--- src/rtl/uart_rb_pkg.sv ---
package uart_rb_pkg;
  // status / control bit positions (shared map)
  localparam int ST_PE   = 0;
  localparam int ST_FE   = 1;
  localparam int ST_BRK  = 2;
  localparam int ST_ROE  = 3;
  localparam int ST_TOE  = 4;
  localparam int ST_TMT  = 5;
  localparam int ST_TRDY = 6;
  localparam int ST_RRDY = 7;
  localparam int ST_ERR  = 8;
  localparam int ST_DCTS = 10;
  localparam int ST_CTS  = 11;
  localparam int ST_EOP  = 12;
  localparam int CT_TXBRK = 9;

  localparam int REG_W  = 16;
  localparam int CTRL_W = 13;
  localparam int FRAME_BITS = 10;

  localparam logic [REG_W-1:0] IRQ_MASK   = 16'h05FF;
  localparam logic [REG_W-1:0] RDCLR_MASK = 16'h051F;

  typedef enum logic [2:0] {
    SEL_RXD  = 3'd0,
    SEL_TXD  = 3'd1,
    SEL_STAT = 3'd2,
    SEL_CTRL = 3'd3,
    SEL_DIV  = 3'd4,
    SEL_EOP  = 3'd5,
    SEL_NA6  = 3'd6,
    SEL_NA7  = 3'd7
  } reg_sel_e;

  typedef enum logic [1:0] {
    RX_IDLE  = 2'd0,
    RX_START = 2'd1,
    RX_DATA  = 2'd2,
    RX_STOP  = 2'd3
  } rx_state_e;
endpackage

--- src/rtl/uart_tx_shift.sv ---
module uart_tx_shift
  import uart_rb_pkg::*;
#(
  parameter int unsigned DIV_W = 16
) (
  input  logic             clk,
  input  logic             rst_n,
  input  logic             load,
  input  logic [7:0]       byte_in,
  input  logic [DIV_W-1:0] divisor,
  output logic             busy,
  output logic             line
);
  localparam int IDX_W = $clog2(FRAME_BITS);

  logic                  busy_q, busy_n;
  logic [DIV_W-1:0]      cnt_q, cnt_n;
  logic [IDX_W-1:0]      idx_q, idx_n;
  logic [FRAME_BITS-1:0] shr_q, shr_n;

  always_comb begin
    busy_n = busy_q;
    cnt_n  = cnt_q;
    idx_n  = idx_q;
    shr_n  = shr_q;
    if (load && !busy_q) begin
      busy_n = 1'b1;
      cnt_n  = '0;
      idx_n  = '0;
      shr_n  = {1'b1, byte_in, 1'b0};
    end else if (busy_q) begin
      if (cnt_q == divisor) begin
        cnt_n = '0;
        if (idx_q == IDX_W'(FRAME_BITS - 1)) begin
          busy_n = 1'b0;
          shr_n  = '1;
        end else begin
          shr_n = {1'b1, shr_q[FRAME_BITS-1:1]};
          idx_n = idx_q + 1'b1;
        end
      end else begin
        cnt_n = cnt_q + 1'b1;
      end
    end
  end

  always_ff @(posedge clk or negedge rst_n) begin
    if (!rst_n) begin
      busy_q <= 1'b0;
      cnt_q  <= '0;
      idx_q  <= '0;
      shr_q  <= '1;
    end else begin
      busy_q <= busy_n;
      cnt_q  <= cnt_n;
      idx_q  <= idx_n;
      shr_q  <= shr_n;
    end
  end

  assign busy = busy_q;
  assign line = shr_q[0];
endmodule

--- src/rtl/uart_rx_sample.sv ---
module uart_rx_sample
  import uart_rb_pkg::*;
#(
  parameter int unsigned DIV_W = 16
) (
  input  logic             clk,
  input  logic             rst_n,
  input  logic             rxd,
  input  logic [DIV_W-1:0] divisor,
  output logic             done,
  output logic [7:0]       data,
  output logic             stop_bad
);
  logic [2:0]       sync_q;
  rx_state_e        st_q, st_n;
  logic [DIV_W-1:0] cnt_q, cnt_n;
  logic [2:0]       idx_q, idx_n;
  logic [7:0]       shr_q, shr_n;
  logic             done_q, done_n;
  logic             bad_q, bad_n;
  logic             line, fall;

  assign line = sync_q[1];
  assign fall = sync_q[2] & ~sync_q[1];

  always_comb begin
    st_n   = st_q;
    cnt_n  = cnt_q;
    idx_n  = idx_q;
    shr_n  = shr_q;
    done_n = 1'b0;
    bad_n  = bad_q;
    unique case (st_q)
      RX_IDLE: begin
        if (fall) begin
          st_n  = RX_START;
          cnt_n = '0;
        end
      end
      RX_START: begin
        if (cnt_q == (divisor >> 1)) begin
          cnt_n = '0;
          idx_n = '0;
          st_n  = line ? RX_IDLE : RX_DATA;
        end else begin
          cnt_n = cnt_q + 1'b1;
        end
      end
      RX_DATA: begin
        if (cnt_q == divisor) begin
          cnt_n = '0;
          shr_n = {line, shr_q[7:1]};
          if (idx_q == 3'd7) st_n = RX_STOP;
          else idx_n = idx_q + 1'b1;
        end else begin
          cnt_n = cnt_q + 1'b1;
        end
      end
      RX_STOP: begin
        if (cnt_q == divisor) begin
          cnt_n  = '0;
          done_n = 1'b1;
          bad_n  = ~line;
          st_n   = RX_IDLE;
        end else begin
          cnt_n = cnt_q + 1'b1;
        end
      end
      default: st_n = RX_IDLE;
    endcase
  end

  always_ff @(posedge clk or negedge rst_n) begin
    if (!rst_n) begin
      sync_q <= '1;
      st_q   <= RX_IDLE;
      cnt_q  <= '0;
      idx_q  <= '0;
      shr_q  <= '0;
      done_q <= 1'b0;
      bad_q  <= 1'b0;
    end else begin
      sync_q <= {sync_q[1:0], rxd};
      st_q   <= st_n;
      cnt_q  <= cnt_n;
      idx_q  <= idx_n;
      shr_q  <= shr_n;
      done_q <= done_n;
      bad_q  <= bad_n;
    end
  end

  assign done     = done_q;
  assign data     = shr_q;
  assign stop_bad = bad_q;
endmodule

--- src/rtl/uart_csr.sv ---
module uart_csr
  import uart_rb_pkg::*;
#(
  parameter int unsigned ADDR_W  = 5,
  parameter int unsigned DIV_W   = 16,
  parameter int unsigned DIV_RST = 433
) (
  input  logic              clk,
  input  logic              rst_n,
  input  logic              bus_req,
  input  logic              bus_wr,
  input  logic [ADDR_W-1:0] bus_addr,
  input  logic [REG_W-1:0]  bus_wdata,
  output logic [REG_W-1:0]  bus_rdata,
  input  logic              tx_busy,
  input  logic              rx_done,
  input  logic [7:0]        rx_data,
  input  logic              rx_stop_bad,
  output logic              tx_load,
  output logic [7:0]        tx_byte,
  output logic [CTRL_W-1:0] ctrl,
  output logic [DIV_W-1:0]  divisor,
  output logic [REG_W-1:0]  status,
  output logic              irq
);
  reg_sel_e          sel;
  logic              rd_en, wr_en;
  logic [REG_W-1:0]  flag_q, flag_n;
  logic [7:0]        rxb_q, rxb_n;
  logic [7:0]        txb_q, txb_n;
  logic [CTRL_W-1:0] ctrl_q, ctrl_n;
  logic [DIV_W-1:0]  div_q, div_n;
  logic [7:0]        eop_q, eop_n;
  logic [REG_W-1:0]  rdata_q, rdata_n, rd_mux;
  logic              unused_bus;

  assign sel        = reg_sel_e'(bus_addr[2:0]);
  assign rd_en      = bus_req & ~bus_wr;
  assign wr_en      = bus_req & bus_wr;
  assign unused_bus = ^{bus_addr, bus_wdata};

  // live status: sticky flags plus transmitter state
  always_comb begin
    status          = flag_q;
    status[ST_TMT]  = ~tx_busy;
    status[ST_TRDY] = ~tx_busy;
  end

  always_comb begin
    unique case (sel)
      SEL_RXD:  rd_mux = REG_W'(rxb_q);
      SEL_TXD:  rd_mux = REG_W'(txb_q);
      SEL_STAT: rd_mux = status;
      SEL_CTRL: rd_mux = REG_W'(ctrl_q);
      SEL_DIV:  rd_mux = REG_W'(div_q);
      SEL_EOP:  rd_mux = REG_W'(eop_q);
      default:  rd_mux = '0;
    endcase
  end

  always_comb begin
    flag_n  = flag_q;
    rxb_n   = rxb_q;
    txb_n   = txb_q;
    ctrl_n  = ctrl_q;
    div_n   = div_q;
    eop_n   = eop_q;
    rdata_n = rdata_q;
    // read side effects (clears first, events below override)
    if (rd_en) begin
      rdata_n = rd_mux;
      if (sel == SEL_STAT) flag_n = flag_n & ~RDCLR_MASK;
      if (sel == SEL_RXD)  flag_n[ST_RRDY] = 1'b0;
    end
    if (wr_en) begin
      unique case (sel)
        SEL_TXD: begin
          txb_n = bus_wdata[7:0];
          if (tx_busy) begin
            flag_n[ST_TOE] = 1'b1;
            flag_n[ST_ERR] = 1'b1;
          end
        end
        SEL_CTRL: ctrl_n = bus_wdata[CTRL_W-1:0];
        SEL_DIV:  div_n  = bus_wdata[DIV_W-1:0];
        SEL_EOP:  eop_n  = bus_wdata[7:0];
        default: ;
      endcase
    end
    if (rx_done) begin
      if (flag_n[ST_RRDY]) begin
        flag_n[ST_ROE] = 1'b1;
        flag_n[ST_ERR] = 1'b1;
      end else begin
        rxb_n           = rx_data;
        flag_n[ST_RRDY] = 1'b1;
        if (rx_stop_bad) begin
          flag_n[ST_FE]  = 1'b1;
          flag_n[ST_ERR] = 1'b1;
          if (rx_data == 8'h00) flag_n[ST_BRK] = 1'b1;
        end
      end
    end
  end

  always_ff @(posedge clk or negedge rst_n) begin
    if (!rst_n) begin
      flag_q  <= '0;
      rxb_q   <= '0;
      txb_q   <= '0;
      ctrl_q  <= '0;
      div_q   <= DIV_W'(DIV_RST);
      eop_q   <= '0;
      rdata_q <= '0;
    end else begin
      flag_q  <= flag_n;
      rxb_q   <= rxb_n;
      txb_q   <= txb_n;
      ctrl_q  <= ctrl_n;
      div_q   <= div_n;
      eop_q   <= eop_n;
      rdata_q <= rdata_n;
    end
  end

  assign tx_load   = wr_en && (sel == SEL_TXD) && !tx_busy;
  assign tx_byte   = bus_wdata[7:0];
  assign ctrl      = ctrl_q;
  assign divisor   = div_q;
  assign bus_rdata = rdata_q;
  assign irq       = |(status & REG_W'(ctrl_q) & IRQ_MASK);
endmodule

--- src/rtl/uart_regbank.sv ---
module uart_regbank
  import uart_rb_pkg::*;
#(
  parameter int unsigned ADDR_W  = 5,
  parameter int unsigned DIV_W   = 16,
  parameter int unsigned DIV_RST = 433
) (
  input  logic              clk,
  input  logic              rst_n,
  input  logic              bus_req,
  input  logic              bus_wr,
  input  logic [ADDR_W-1:0] bus_addr,
  input  logic [15:0]       bus_wdata,
  output logic [15:0]       bus_rdata,
  input  logic              uart_rxd,
  output logic              uart_txd,
  output logic              irq
);
  logic [1:0]        rst_sync_q;
  logic              rst_int_n;
  logic              tx_busy, tx_line, tx_load;
  logic [7:0]        tx_byte;
  logic              rx_done, rx_stop_bad;
  logic [7:0]        rx_data;
  logic [CTRL_W-1:0] ctrl_w;
  logic [DIV_W-1:0]  div_w;
  logic [REG_W-1:0]  status_w;

  always_ff @(posedge clk or negedge rst_n) begin
    if (!rst_n) rst_sync_q <= 2'b00;
    else        rst_sync_q <= {rst_sync_q[0], 1'b1};
  end
  assign rst_int_n = rst_sync_q[1];

  uart_csr #(.ADDR_W(ADDR_W), .DIV_W(DIV_W), .DIV_RST(DIV_RST)) u_csr (
    .clk(clk), .rst_n(rst_int_n),
    .bus_req(bus_req), .bus_wr(bus_wr), .bus_addr(bus_addr),
    .bus_wdata(bus_wdata), .bus_rdata(bus_rdata),
    .tx_busy(tx_busy), .rx_done(rx_done), .rx_data(rx_data),
    .rx_stop_bad(rx_stop_bad), .tx_load(tx_load), .tx_byte(tx_byte),
    .ctrl(ctrl_w), .divisor(div_w), .status(status_w), .irq(irq)
  );

  uart_tx_shift #(.DIV_W(DIV_W)) u_tx (
    .clk(clk), .rst_n(rst_int_n), .load(tx_load), .byte_in(tx_byte),
    .divisor(div_w), .busy(tx_busy), .line(tx_line)
  );

  uart_rx_sample #(.DIV_W(DIV_W)) u_rx (
    .clk(clk), .rst_n(rst_int_n), .rxd(uart_rxd), .divisor(div_w),
    .done(rx_done), .data(rx_data), .stop_bad(rx_stop_bad)
  );

  assign uart_txd = tx_line & ~ctrl_w[CT_TXBRK];
endmodule

--- config.mk ---
export PLATFORM = sky130hd
export DESIGN_NAME = uart_regbank
export DESIGN_NICKNAME = d
export VERILOG_FILES = /design/src/rtl/uart_rb_pkg.sv /design/src/rtl/uart_tx_shift.sv /design/src/rtl/uart_rx_sample.sv /design/src/rtl/uart_csr.sv /design/src/rtl/uart_regbank.sv
export SDC_FILE = /design/constraint.sdc
export NUM_CORES = 1
export LEC_CHECK = 0
export BUFFER_PORTS_ARGS = -buffer_cell sky130_fd_sc_hd__buf_2
export CAP_MARGIN = 10
export CORE_MARGIN = 2
export CORE_UTILIZATION = 40
export CTS_BUF_LIST = sky130_fd_sc_hd__clkbuf_8
export DETAILED_ROUTE_END_ITERATION = 10
export GPL_TIMING_DRIVEN = 1
export PLACE_DENSITY = 0.61
export SYNTH_ARGS = -nofsm -noshare
export SYNTH_HDL_FRONTEND = slang
export SYNTH_SLANG_ARGS = --single-unit
--- constraint.sdc ---
create_clock -name clk -period 11.8 [get_ports clk]
set_input_delay 0 -clock clk [delete_from_list [all_inputs] [get_ports clk]]
set_output_delay 0 -clock clk [all_outputs]
set_load 0.01 [all_outputs]
# After elaboration in Yosys (flattened, before gate mapping)
# Index checks and enable logic that the tools add are counted.
[op_classes]
reduce_logical = 23
n_mux = 50
add_sub_neg = 4
bitwise_logic = 10
n_eq_ne = 20
[ops]
columns = ["op", "count"]
rows = [
  ["16-bit two-way mux", 6],
  ["16-bit case mux with 6 select lines", 1],
  ["16-bit case mux with 3 select lines", 1],
  ["16-bit by 1-bit adder with 16-bit output, second input constant", 2],
  ["16-bit == test", 2],
  ["10-bit two-way mux", 3],
  ["9-bit two-way mux", 3],
  ["2-bit two-way mux", 9],
  ["1-bit two-way mux", 17],
  ["16-bit by 15-bit == test with 1-bit output", 1],
  ["4-bit two-way mux", 4],
  ["2-bit AND reduction", 8],
  ["3-bit two-way mux", 4],
  ["2-bit by 1-bit != test with 1-bit output, second input constant", 6],
  ["9-bit by 11-bit bitwise AND with 11-bit output", 1],
  ["10-bit OR reduction", 1],
  ["3-bit == test, second input constant", 3],
  ["8-bit logical NOT", 1],
  ["2-bit case mux with 4 select lines", 1],
  ["3-bit by 2-bit == test with 1-bit output, second input constant", 2],
  ["3-bit case mux with 2 select lines", 1],
  ["2-bit nonzero test", 3],
  ["1-bit inverter", 5],
  ["5-bit AND reduction", 1],
  ["other kinds (15)", 21],
]
[totals]
elab_cells = 126
inputBits = 26
reg_bits = 142
out_inout_bits = 18

# Depth between registers and ports, before layout
# Gate-level depths: netlist (run 1).
[depth]
ltp_word = 10
depth_mapped = 9
depth_no_buf = 7

# By module
# A second synthesis (run 1) with hierarchy kept.
[unflattened]
cells_unflattened = 693
area_unflattened_um2 = 7490.9
[by_module_without_submodules]
columns = ["mod", "n_inst", "seq_area_each_um2", "cells_each", "area_per_inst_um2"]
rows = [
  ["uart_csr", 1, 1883.1, 295, 3595.9],
  ["uart_rx_sample", 1, 854.6, 197, 1984.4],
  ["uart_tx_shift", 1, 762.0, 197, 1843.0],
  ["uart_regbank", 1, 50.0, 4, 67.6],
]

# Least setup slack after synthesis (run 1)
# Ideal clock, no wire load.
[synth_timing]
path_type = "register to register"
startpoint = "register u_csr.div_q[4] (netlist: u_csr.divisor[4])"
endpoint = "register u_rx.cnt_q[15]"
setup_ns = 0.125
path_stages_with_launch = 8
synth_period_minus_slack_ns = 2.132
t_arrival_ns = 2.007
required_time_ns = 11.675
slack_ns = 9.668
path_buffers = 1
path_cell_list = "dfstp_2 > xor2_1 > or4_4 > nor4_4 > a2bb2oi_2 > buf_6 > o21ai_1 > mux2_2"
[synth_between]
elab_chain_len = 3
elab_cells_between_ends = 5
classes_between = "eq/ne (2); mux (3)"
[synth_rtl]
columns = ["element", "line_no", "rtl"]
rows = [
  ["from (decl)", "uart_csr.sv:32", "logic [DIV_W-1:0] div_q, div_n;"],
  ["from (signal assigned)", "uart_csr.sv:112", "div_q <= DIV_W'(DIV_RST);"],
  ["from (signal assigned)", "uart_csr.sv:120", "div_q <= div_n;"],
  ["16-bit == test or 16-bit by 15-bit == test with 1-bit output (tied branches)", "uart_rx_sample.sv:50, uart_rx_sample.sv:60, uart_rx_sample.sv:41", ""],
  ["16-bit two-way mux, on equally long branches", "uart_rx_sample.sv:50, uart_rx_sample.sv:60, uart_rx_sample.sv:41", ""],
  ["16-bit case mux with 3 select lines *", "uart_rx_sample.sv:33", "unique case (st_q)"],
  ["to (signal assigned)", "uart_rx_sample.sv:85", "cnt_q <= cnt_n;"],
  ["to (decl)", "uart_rx_sample.sv:16", "logic [DIV_W-1:0] cnt_q, cnt_n;"],
]
# Mark *: on every way between the ends. The rest lies on a longest branch, timed or not.
# A chain may end at the register's enable or synchronous reset.

# Worst setup path in the final report (run 1)
[layout_timing]
startpoint = "register u_csr.div_q[4] (netlist: u_csr.divisor[4])"
endpoint = "register u_rx.cnt_q[9]"
# The elaborated chain is that of the path after synthesis.

==> flow_metrics.py, run 1 <==
metrics = {
    "final_layout": {
        "antenna_cells": 0,
        "post_layout_cell_count": 943,
        "layout_cells_sized_above_1_pct": 24.5,
        "area_growth_syn_to_layout_pct": 12.8,
        "nNetsFinal": 737,
    },
    "cts": {
        "cts.sinks": 141,
        "cts_post_setup_buffers_inserted": 0,
        "clk_path_buf_depth": 2,
        "worst_skew_pair.late_latency_ps": 460,
        "ctsRootBufferMaster": "clkbuf_8",
        "cts_made_buffers": 17,
        "clk_pin_slew_ps": 80,
        "cts_resized": 0,
        "cts_tree": "yes",
        "cts-htree-levels": 4,
        "cts.hold.buffers_added": 19,
    },
    "synthesis": {
        "synth_seq_cells": 141,
        "synth_async_reset_ratio_pct": 100,
        "synth-main-ff-cell": "dfrtp_1",
        "netlist_area_um2": 7120,
        "synthesis.instances": 658,
        "yosysSeqAreaShare_pct": 49.9,
        "postSynthAreaPerCell_um2": 10.8,
        "count_of_flip_flops_with_a_built_in_enable_after_synthesis": 0,
        "synth.distinct_cells": 54,
        "yosys.area.top_type_share_pct": 43.6,
        "net_count_synth": 690,
        "ys_top_cells_by_area": "dfrtp_1 (44%), mux2_2 (11%), dfstp_2 (6.3%), nand2_1 (4.3%), xnor2_1 (3.4%)",
        "synth-warning-count": 0,
        "yosysTopAreaCell": "dfrtp_1",
    },
    "power": {
        "share_seq_of_total_power_pct": 50.3,
        "power.density_nw_per_um2": 172,
        "leakagePower_nw": 3.64,
        "power.share.combinational_pct": 23.1,
        "p_switching_uw": 467,
        "power.clock.fraction_pct": 26.5,
        "swShare_pct": 33.8,
        "cell_internal_power_uw": 913,
        "vdd_drop_max_mv": 0.105,
    },
    "timing": {
        "timing.clock.skew_ps": 14.9,
        "post-route-period-util_pct": 25.2,
        "finalMaxSlewViolations": 0,
        "final_hold_viol_count": 0,
        "min_period_ps": 2980,
        "setup_viol": 0,
        "timing_worst_slew_pin_value_ps": 1070,
        "final.setup.tns_ps": 0,
        "rsz0062_at_grt": "no",
        "slew_headroom_pct": 27.8,
        "top_achievable_clock_speed_mhz": 336,
    },
    "worst_hold_path": {
        "worstHoldPathType": "input pin to register",
        "hold_start": "bus_addr[2]",
    },
    "setup_path": {
        "setup.worst_path.start": "u_csr.divisor[4]",
        "cp_top_family": "compound AO/OA/AOI/OAI gates",
        "r2r_start": "u_csr.divisor[4]",
        "cp.buffers_inverters": 0,
        "path_max_fanout": 30,
        "crit_path_max_incr_delay_ps": 850,
        "required_ps": 12140,
        "arrival_ps": 3320,
        "cp-end-kind": "register",
        "worst_setup_sp_type": "register",
        "timing.critical_path.slowest_stage_cell": "a2bb2oi_2",
        "crit_type": "register to register",
        "path_cells": "xor2_1 > or4_4 > nor4_4 > a2bb2oi_2 > o21ai_0 > a21o_1",
    },
    "drt": {
        "avgRoutedWirePerCell_um": 18.0,
        "drtPass1Iterations": 5,
        "drt_iter0_drc": 348,
        "routed_wl_mm": 17.0,
        "routed-via-count": 5223,
        "avgViaCountPerCell": 5.54,
        "route.antenna.remaining_nets": 0,
        "detail_route.drc_violations": 0,
    },
    "grt": {
        "globalRoute.totalOverflow": 0,
        "grt_util_all_layers_pct": 19.4,
        "largest_net_degree_at_the_start_of_global_routing": 79,
        "grt_pass1_wl_mm": 27.6,
        "first_global_vias": 5147,
        "antenna_found_initial": 0,
    },
    "die": {
        "boundaryPins": 44,
        "core_region_area_um2": 17400,
        "dieWidth_um": 137,
        "total_die_area_um2": 18900,
        "die_h_um": 137,
        "starting_density_of_the_core_pct": 41.0,
        "placement_rows": 48,
    },
    "placement": {
        "dp_cells": 892,
        "placer_congestion_estimate": 0.864,
        "port_buffers": 41,
        "dpl.hpwl_mm": 11.8,
    },
    "run": {
        "drv_cap": 0,
    },
    "run_status": {
        "outcome": "finished, final reports clean",
    },
}
-- Yosys cell counts, types with 2 or more instances --
cell and number:
dfrtp_1 124, o221ai_1 2, a21oi_1 14, and3_1 13, nand3b_1 3, buf_6 4, nor3b_1 8, nand2b_1 9
nor4_1 10, nor2b_1 4, o22ai_1 2, nand2_1 82, dfstp_2 17, a31oi_1 11, nor3_1 7, or3_1 4
nand4_1 14, mux4_2 4, nor4_4 2, or4_1 2, clkbuf_1 19, mux2_2 70, buf_4 2, xor2_1 25
ha_1 6, nor2_1 31, buf_2 8, inv_1 11, buf_1 3, o21ai_0 44, mux2i_1 11, xnor2_1 28
a21o_1 11, a22o_1 9, nand3_1 12, a221oi_1 2, a22oi_1 12, o211ai_1 2
-- through the flow --
stage | area [um2] | total power [mW] | util [%] | setup WS [ps] | hold WS, ps
floorplan | 7120 | 0.932 | - | 7610 | -296
global placement | 7460 | 1.00 | 43.0 | 8890 | -215
detailed placement | 7460 | 1.02 | 43.0 | 8810 | -212
CTS | 8020 | 1.39 | 46.2 | 8780 | 70.9
global route | 8020 | 1.46 | 46.2 | 8610 | 134
finish | 8020 | 1.38 | 46.2 | 8820 | 113
-- sequential cells by signal, summed over array words and instances, names as in the netlist, named ones only --
register / count
u_csr.txb_q: 8
u_rx.cnt_q: 16
u_csr.rxb_q: 8
u_tx.idx_q: 4
u_tx.busy: 1
u_rx.sync_q: 3
u_csr.eop_q: 8
u_rx.stop_bad: 1
u_csr.bus_rdata: 16
u_tx.cnt_q: 16
u_rx.idx_q: 3
u_rx.done: 1
u_tx.shr_q: 9
u_rx.st_q: 1
rst_sync_q: 2
u_csr.divisor: 16
u_csr.ctrl: 13
u_csr.flag_q: 6
u_rx.data: 8
-- cells in the final DEF, fill, tap and decap left out, drive strengths merged, types with 17 or more instances in the layout --
master	instances
dlygate4sd3	19
o21ai	45
dfrtp	124
buf	46
mux2	70
dfstp	17
nor2	32
xor2	25
xnor2	28
clkbuf	18
nand2	82
-- final cells by class --
type	count	area [um2]
Clock inverter	14	121
Fill cell	1622	9330
Sequential cell	141	3550
Multi-Input combinational cell	469	3350
Inverter	11	41.3
Clock buffer	18	248
Timing Repair Buffer	65	433
Tap cell	225	282
-- power by group through the flow --
stage,Combinational (mW),Sequential [mW],Clock (mW)
final,0.319,0.694,0.366
after global routing,0.357,0.709,0.399
after CTS,0.321,0.694,0.378
after detailed placement,0.314,0.704,0
after global placement,0.304,0.698,0
after floorplan,0.269,0.663,0
-- metal layers --
metal | up-vias | wire length (um) | GRT usage, %
met2 | 113 | 8130 | 31.1
met5 | - | 0 | 0
met4 | 0 | 314 | 6.64
met3 | 29 | 664 | 4.12
met1 | 2634 | 7890 | 26.0
li1 | 2447 | - | -
-- worst min-delay path: cells and delay by family --
kind	cells	cell delay [ps]
AO/OA/AOI/OAI	1	160
buffers and inverters	1	290
AND/OR/NAND/NOR	1	90
-- worst paths after layout --
| check | end | slack [ps] | cells past startpoint |
|---|---|---|---|
| max in group asynchronous | u_csr.bus_rdata[10] | 9910 | 1 |
| worst max-delay path | u_rx.cnt_q[9] | 8820 | 6 |
| min in group asynchronous | rst_sync_q[1] | 380 | 3 |
| worst min register to register | u_rx.sync_q[1] | 360 | 0 |
| worst min-delay path | u_csr.flag_q[7] | 110 | 3 |
| worst max register to register | u_rx.cnt_q[9] | 8820 | 6 |
-- cells by family (layout without fill, tap and decap cells) --
kind of cell / after synthesis / in the layout / synth area share (%)
adder cells (fa/ha/maj): 6 / 6 / 1.06
flip-flops: 141 / 141 / 49.9
XOR/XNOR: 53 / 53 / 6.52
buffers and inverters: 48 / 108 / 3.22
AO/OA/AOI/OAI: 118 / 118 / 10.6
multiplexers: 85 / 85 / 13.9
AND/OR/NAND/NOR: 206 / 206 / 14.8
other: 1 / 1 / 0.0527
No activity file was read; power rests on OpenSTA's default activity.
==> run 2: changes to the inputs <==
Settings changed: PLACE_DENSITY 0.61 to 0.64.
Clock period 11.8 ns to 2.7 ns, I/O delays scaled along.
==> run 2 against run 1 <==
Die area unchanged. Flip-flop and latch count unchanged. Worst setup slack got worse by 8500 ps. Clock skew decreased by 2.1 ps. Sequential power increased to 4.4 times the previous value. First-iteration DRC count increased by 24%. Maximum frequency increased by 23%. Largest cell class unchanged. Cell area increased by 2.8%. Via count increased by 0.90%. Register-to-register slack got worse by 8500 ps. Utilization increased by 1.3 points.
==> flow_metrics.py, run 2 (same netlist as run 1, synthesis figures left out) <==
metrics = {
    "run_status": {
        "outcome": "finished, final reports clean",
    },
    "grt": {
        "grt_util_all_layers_pct": 19.6,
        "grt_pass1_wl_mm": 28.0,
        "first_global_vias": 5258,
        "globalRoute.totalOverflow": 0,
        "antenna_found_initial": 0,
        "largest_net_degree_at_the_start_of_global_routing": 52,
    },
    "worst_hold_path": {
        "hold_start": "bus_addr[2]",
        "whs_path_depth": 3,
        "whs_endpoint": "u_csr.flag_q[7]",
        "worstHoldPathType": "input pin to register",
    },
    "drt": {
        "avgRoutedWirePerCell_um": 17.9,
        "route.antenna.remaining_nets": 0,
        "avgViaCountPerCell": 5.50,
        "drtPass1Iterations": 4,
        "routed-via-count": 5270,
        "drt_iter0_drc": 431,
        "detail_route.drc_violations": 0,
        "routed_wl_mm": 17.1,
    },
    "setup_path": {
        "reg2reg_to": "u_rx.cnt_q[15]",
        "regToRegSetupSlack_ps": 290,
        "setup.worst_path.start": "u_csr.divisor[4]",
        "path_cells": "xor2_1 > or4_4 > nor4_4 > a2bb2oi_2 > buf_12 > o21ai_1 > mux2_2",
        "path_max_fanout": 30,
        "worst_setup_sp_type": "register",
        "r2r_cells": 7,
        "r2r_start": "u_csr.divisor[4]",
        "crit_type": "register to register",
        "timing.critical_path.slowest_stage_cell": "dfstp_2",
        "crit_path_max_incr_delay_ps": 610,
        "required_ps": 3030,
        "arrival_ps": 2740,
        "cp-end-kind": "register",
    },
    "cts": {
        "cts_post_setup_buffers_inserted": 0,
        "cts_resized": 0,
        "cts_tree": "yes",
        "cts.sinks": 141,
        "cts_made_buffers": 17,
        "clk_pin_slew_ps": 80,
        "ctsRootBufferMaster": "clkbuf_8",
        "cts.hold.buffers_added": 21,
        "cts-htree-levels": 4,
        "clk_path_buf_depth": 2,
        "worst_skew_pair.late_latency_ps": 450,
    },
    "placement": {
        "dpl.hpwl_mm": 12.1,
        "dp_cells": 905,
        "placer_congestion_estimate": 0.858,
        "port_buffers": 41,
        "dp_slack_ps": 297,
        "placedInstanceArea_um2": 7600,
    },
    "die": {
        "core_region_area_um2": 17400,
        "die_h_um": 137,
        "starting_density_of_the_core_pct": 41.0,
        "placement_rows": 48,
        "total_die_area_um2": 18900,
        "dieWidth_um": 137,
        "boundaryPins": 44,
    },
    "timing": {
        "worst_path_setup_slack_after_routing_ps": 289,
        "rsz0062_at_grt": "no",
        "top_achievable_clock_speed_mhz": 415,
        "slew_headroom_pct": 36.2,
        "post-route-period-util_pct": 89.3,
        "finalMaxSlewViolations": 0,
        "timing.hold.ws_ps": 105,
        "timing_worst_slew_pin_value_ps": 953,
        "final.setup.tns_ps": 0,
        "min_period_ps": 2410,
        "setup_viol": 0,
        "final_hold_viol_count": 0,
        "timing.clock.skew_ps": 12.7,
    },
    "run": {
        "drv_cap": 0,
    },
    "final_layout": {
        "mostFrequentLayoutCell": "dfrtp_1",
        "n_fill_cell": 1580,
        "layout_cells_sized_above_1_pct": 25.9,
        "post-route-cell-area_um2": 8250,
        "ff_latch_area_um2": 3550,
        "utilization_pct": 47.5,
        "nNetsFinal": 752,
        "antenna_cells": 0,
        "area_growth_syn_to_layout_pct": 15.9,
        "final_cell_mix": "dfrtp_1 (123), nand2_1 (82), mux2_2 (70)",
        "multi_input_comb_area_um2": 3350,
        "post_layout_cell_count": 958,
    },
    "power": {
        "power.density_nw_per_um2": 772,
        "total_power_mw": 6.37,
        "leakagePower_nw": 3.77,
        "vdd_drop_max_mv": 0.456,
    },
}
run 2: report_power, final:
part	switching [mW]	leakage, nW	internal (mW)
logic	0.721	1.74	0.755
registers	0.480	1.81	2.54
clock network	0.884	0.225	0.988
total	2.09	3.77	4.28
run 2: area by class of cell:
class	instances	area share [%]
clock inverters	13	2.17
inverters	11	0.500
repair buffers	80	7.13
multi-input cells	469	40.6
well taps	225	3.41
clock buffers	19	3.17
flip-flops and latches	141	43.1
run 2: per-layer routing:
metal	global-route usage, %	share of wire (%)	vias to the layer above
li1	-	-	2469
met1	26.3	46	2658
met2	31.9	49	127
met3	4.38	4.0	16
met4	5.44	1.4	0
met5	0	0	-
run 2: worst max path at each step:
stage / slack [ps] / to / cells past startpoint
floorplan: 370 / async pin / 0
global placement: 280 / u_rx.idx_q[1] / 6
detailed placement: 300 / u_rx.idx_q[1] / 6
CTS: 280 / u_rx.idx_q[1] / 6
global route: 190 / u_rx.cnt_q[15] / 7
finish: 290 / u_rx.cnt_q[15] / 7
run 2: worst max-delay path: cells and delay by family, from the launching register on:
| family | cells | cell delay [ps] |
|---|---|---|
| simple gates | 2 | 820 |
| compound gates | 2 | 290 |
| xor+xnor | 1 | 90 |
| flops | 1 | 610 |
| mux | 1 | 280 |
| buf+inv | 1 | 190 |
==> run 3: changes to the inputs <==
Settings changed: CORE_MARGIN 2 to 4.
==> run 3 against run 2 <==
Combinational power barely moved. Flip-flop and latch count did not move. Critical path type unchanged. Cell area fell by 0.70%. Die area rose by 5.9%. Count of clock-buffer cells in the layout fell by 1. Largest cell class unchanged. First-iteration DRC count rose by 19%. Final cell count fell by 0.10%.
==> flow_metrics.py, run 3 (same netlist as run 1, synthesis figures left out) <==
metrics = {
    "run_status": {
        "outcome": "finished, final reports clean",
    },
    "cts": {
        "clk_pin_slew_ps": 80,
        "cts_tree": "yes",
        "ctsRootBufferMaster": "clkbuf_8",
        "cts_post_setup_buffers_inserted": 0,
        "cts.sinks": 141,
        "cts_resized": 0,
        "cts_made_buffers": 17,
        "worst_skew_pair.late_latency_ps": 460,
        "cts-htree-levels": 4,
        "clk_path_buf_depth": 2,
    },
    "timing": {
        "final_hold_viol_count": 0,
        "slew_headroom_pct": 37.5,
        "post-route-period-util_pct": 91.0,
        "finalMaxSlewViolations": 0,
        "top_achievable_clock_speed_mhz": 407,
        "timing.hold.ws_ps": 98.8,
        "final.setup.tns_ps": 0,
        "timing.clock.skew_ps": 14.6,
        "min_period_ps": 2460,
        "rsz0062_at_grt": "no",
        "setup_viol": 0,
        "timing_worst_slew_pin_value_ps": 934,
    },
    "setup_path": {
        "cp.buffers_inverters": 0,
        "path_cells": "xor2_1 > nor4_1 > nand4_1 > or3b_4 > nor2_1 > mux2i_1",
        "path_max_fanout": 12,
        "crit_path_max_incr_delay_ps": 640,
        "arrival_ps": 2830,
        "required_ps": 3070,
        "worst_setup_sp_type": "register",
        "cp-end-kind": "register",
        "timing.critical_path.slowest_stage_cell": "dfstp_2",
        "cp_top_family": "simple AND/OR/NAND/NOR gates",
        "crit_type": "register to register",
    },
    "drt": {
        "detail_route.drc_violations": 0,
        "route.antenna.remaining_nets": 0,
        "routed_wl_mm": 17.4,
        "avgRoutedWirePerCell_um": 18.1,
        "drt_iter0_drc": 515,
        "routed-via-count": 5268,
        "avgViaCountPerCell": 5.50,
        "drtPass1Iterations": 5,
    },
    "worst_hold_path": {
        "worstHoldPathType": "input pin to register",
    },
    "final_layout": {
        "area_growth_syn_to_layout_pct": 15.1,
        "final_cell_mix": "dfrtp_1 (123), nand2_1 (82), mux2_2 (70)",
        "nNetsFinal": 751,
        "antenna_cells": 0,
        "utilization_pct": 47.2,
        "mostFrequentLayoutCell": "dfrtp_1",
        "layout_cells_sized_above_1_pct": 25.8,
    },
    "die": {
        "starting_density_of_the_core_pct": 41.0,
        "total_die_area_um2": 20000,
        "die_h_um": 141,
        "boundaryPins": 44,
        "placement_rows": 48,
        "core_region_area_um2": 17400,
        "dieWidth_um": 141,
    },
    "placement": {
        "port_buffers": 41,
        "dpl.hpwl_mm": 12.2,
        "placer_congestion_estimate": 0.927,
    },
    "power": {
        "leakagePower_nw": 3.73,
        "vdd_drop_max_mv": 0.470,
        "power.density_nw_per_um2": 760,
    },
    "grt": {
        "grt_pass1_wl_mm": 28.6,
        "globalRoute.totalOverflow": 0,
        "grt_util_all_layers_pct": 18.1,
        "largest_net_degree_at_the_start_of_global_routing": 58,
        "antenna_found_initial": 0,
        "first_global_vias": 5275,
    },
    "run": {
        "drv_cap": 0,
    },
}
[run 3: area by class of cell]
class	count	area, um2
clock inverters	14	155
multi-input cells	469	3350
fillers	1567	9160
well taps	225	282
clock buffers	18	248
inverters	11	41.3
flip-flops and latches	141	3550
repair buffers	79	568
[run 3: worst paths after layout]
kind / startpoint / to / slack (ps) / cells after the start
max reg2reg: u_csr.divisor[5] / u_rx.idx_q[2] / 240 / 6
min in group asynchronous: rst_n / rst_sync_q[1] / 400 / 3
max: u_csr.divisor[5] / u_rx.idx_q[2] / 240 / 6
max in group asynchronous: rst_sync_q[1] / u_csr.divisor[4] / 1540 / 1
min reg2reg: rst_sync_q[0] / rst_sync_q[1] / 360 / 0
min: bus_addr[2] / u_csr.flag_q[7] / 100 / 3
[run 3: worst register-to-register path: stages (launching register included)]
cell and delay (ps):
dfstp_2 640, xor2_1 90, nor4_1 320, nand4_1 310
or3b_4 570, nor2_1 240, mux2i_1 210
[run 3: per-layer routing]
layer	up-vias	wire, um	GRT usage, %
met2	134	8320	28.5
li1	2465	-	-
met3	26	796	4.25
met4	0	368	6.41
met5	-	0	0
met1	2643	7870	24.7
[run 3: stage by stage]
stage          setup slack [ps]  area, um2  cells  total power, mW
2_1_floorplan               374       7120    658             4.07
6_report                    243       8190    957             6.23
3_5_place_dp                267       7580    904             4.50
3_3_place_gp                341       7580    904             4.42
4_1_cts                     252       8190    957             6.28
5_1_grt                    94.8       8190    957             6.60
[run 3: what timing repair did]
action / in CTS / in global routing
hold endpoints to repair: 55 / 0
hold buffers: 21 / 0
endpoints found under the setup margin: 0 / 0
[run 3: power breakdown]
| part | internal, mW | switching, mW |
|---|---|---|
| sequential | 2.54 | 0.485 |
| clock | 0.859 | 0.883 |
| combinational | 0.737 | 0.722 |
| total | 4.14 | 2.09 |
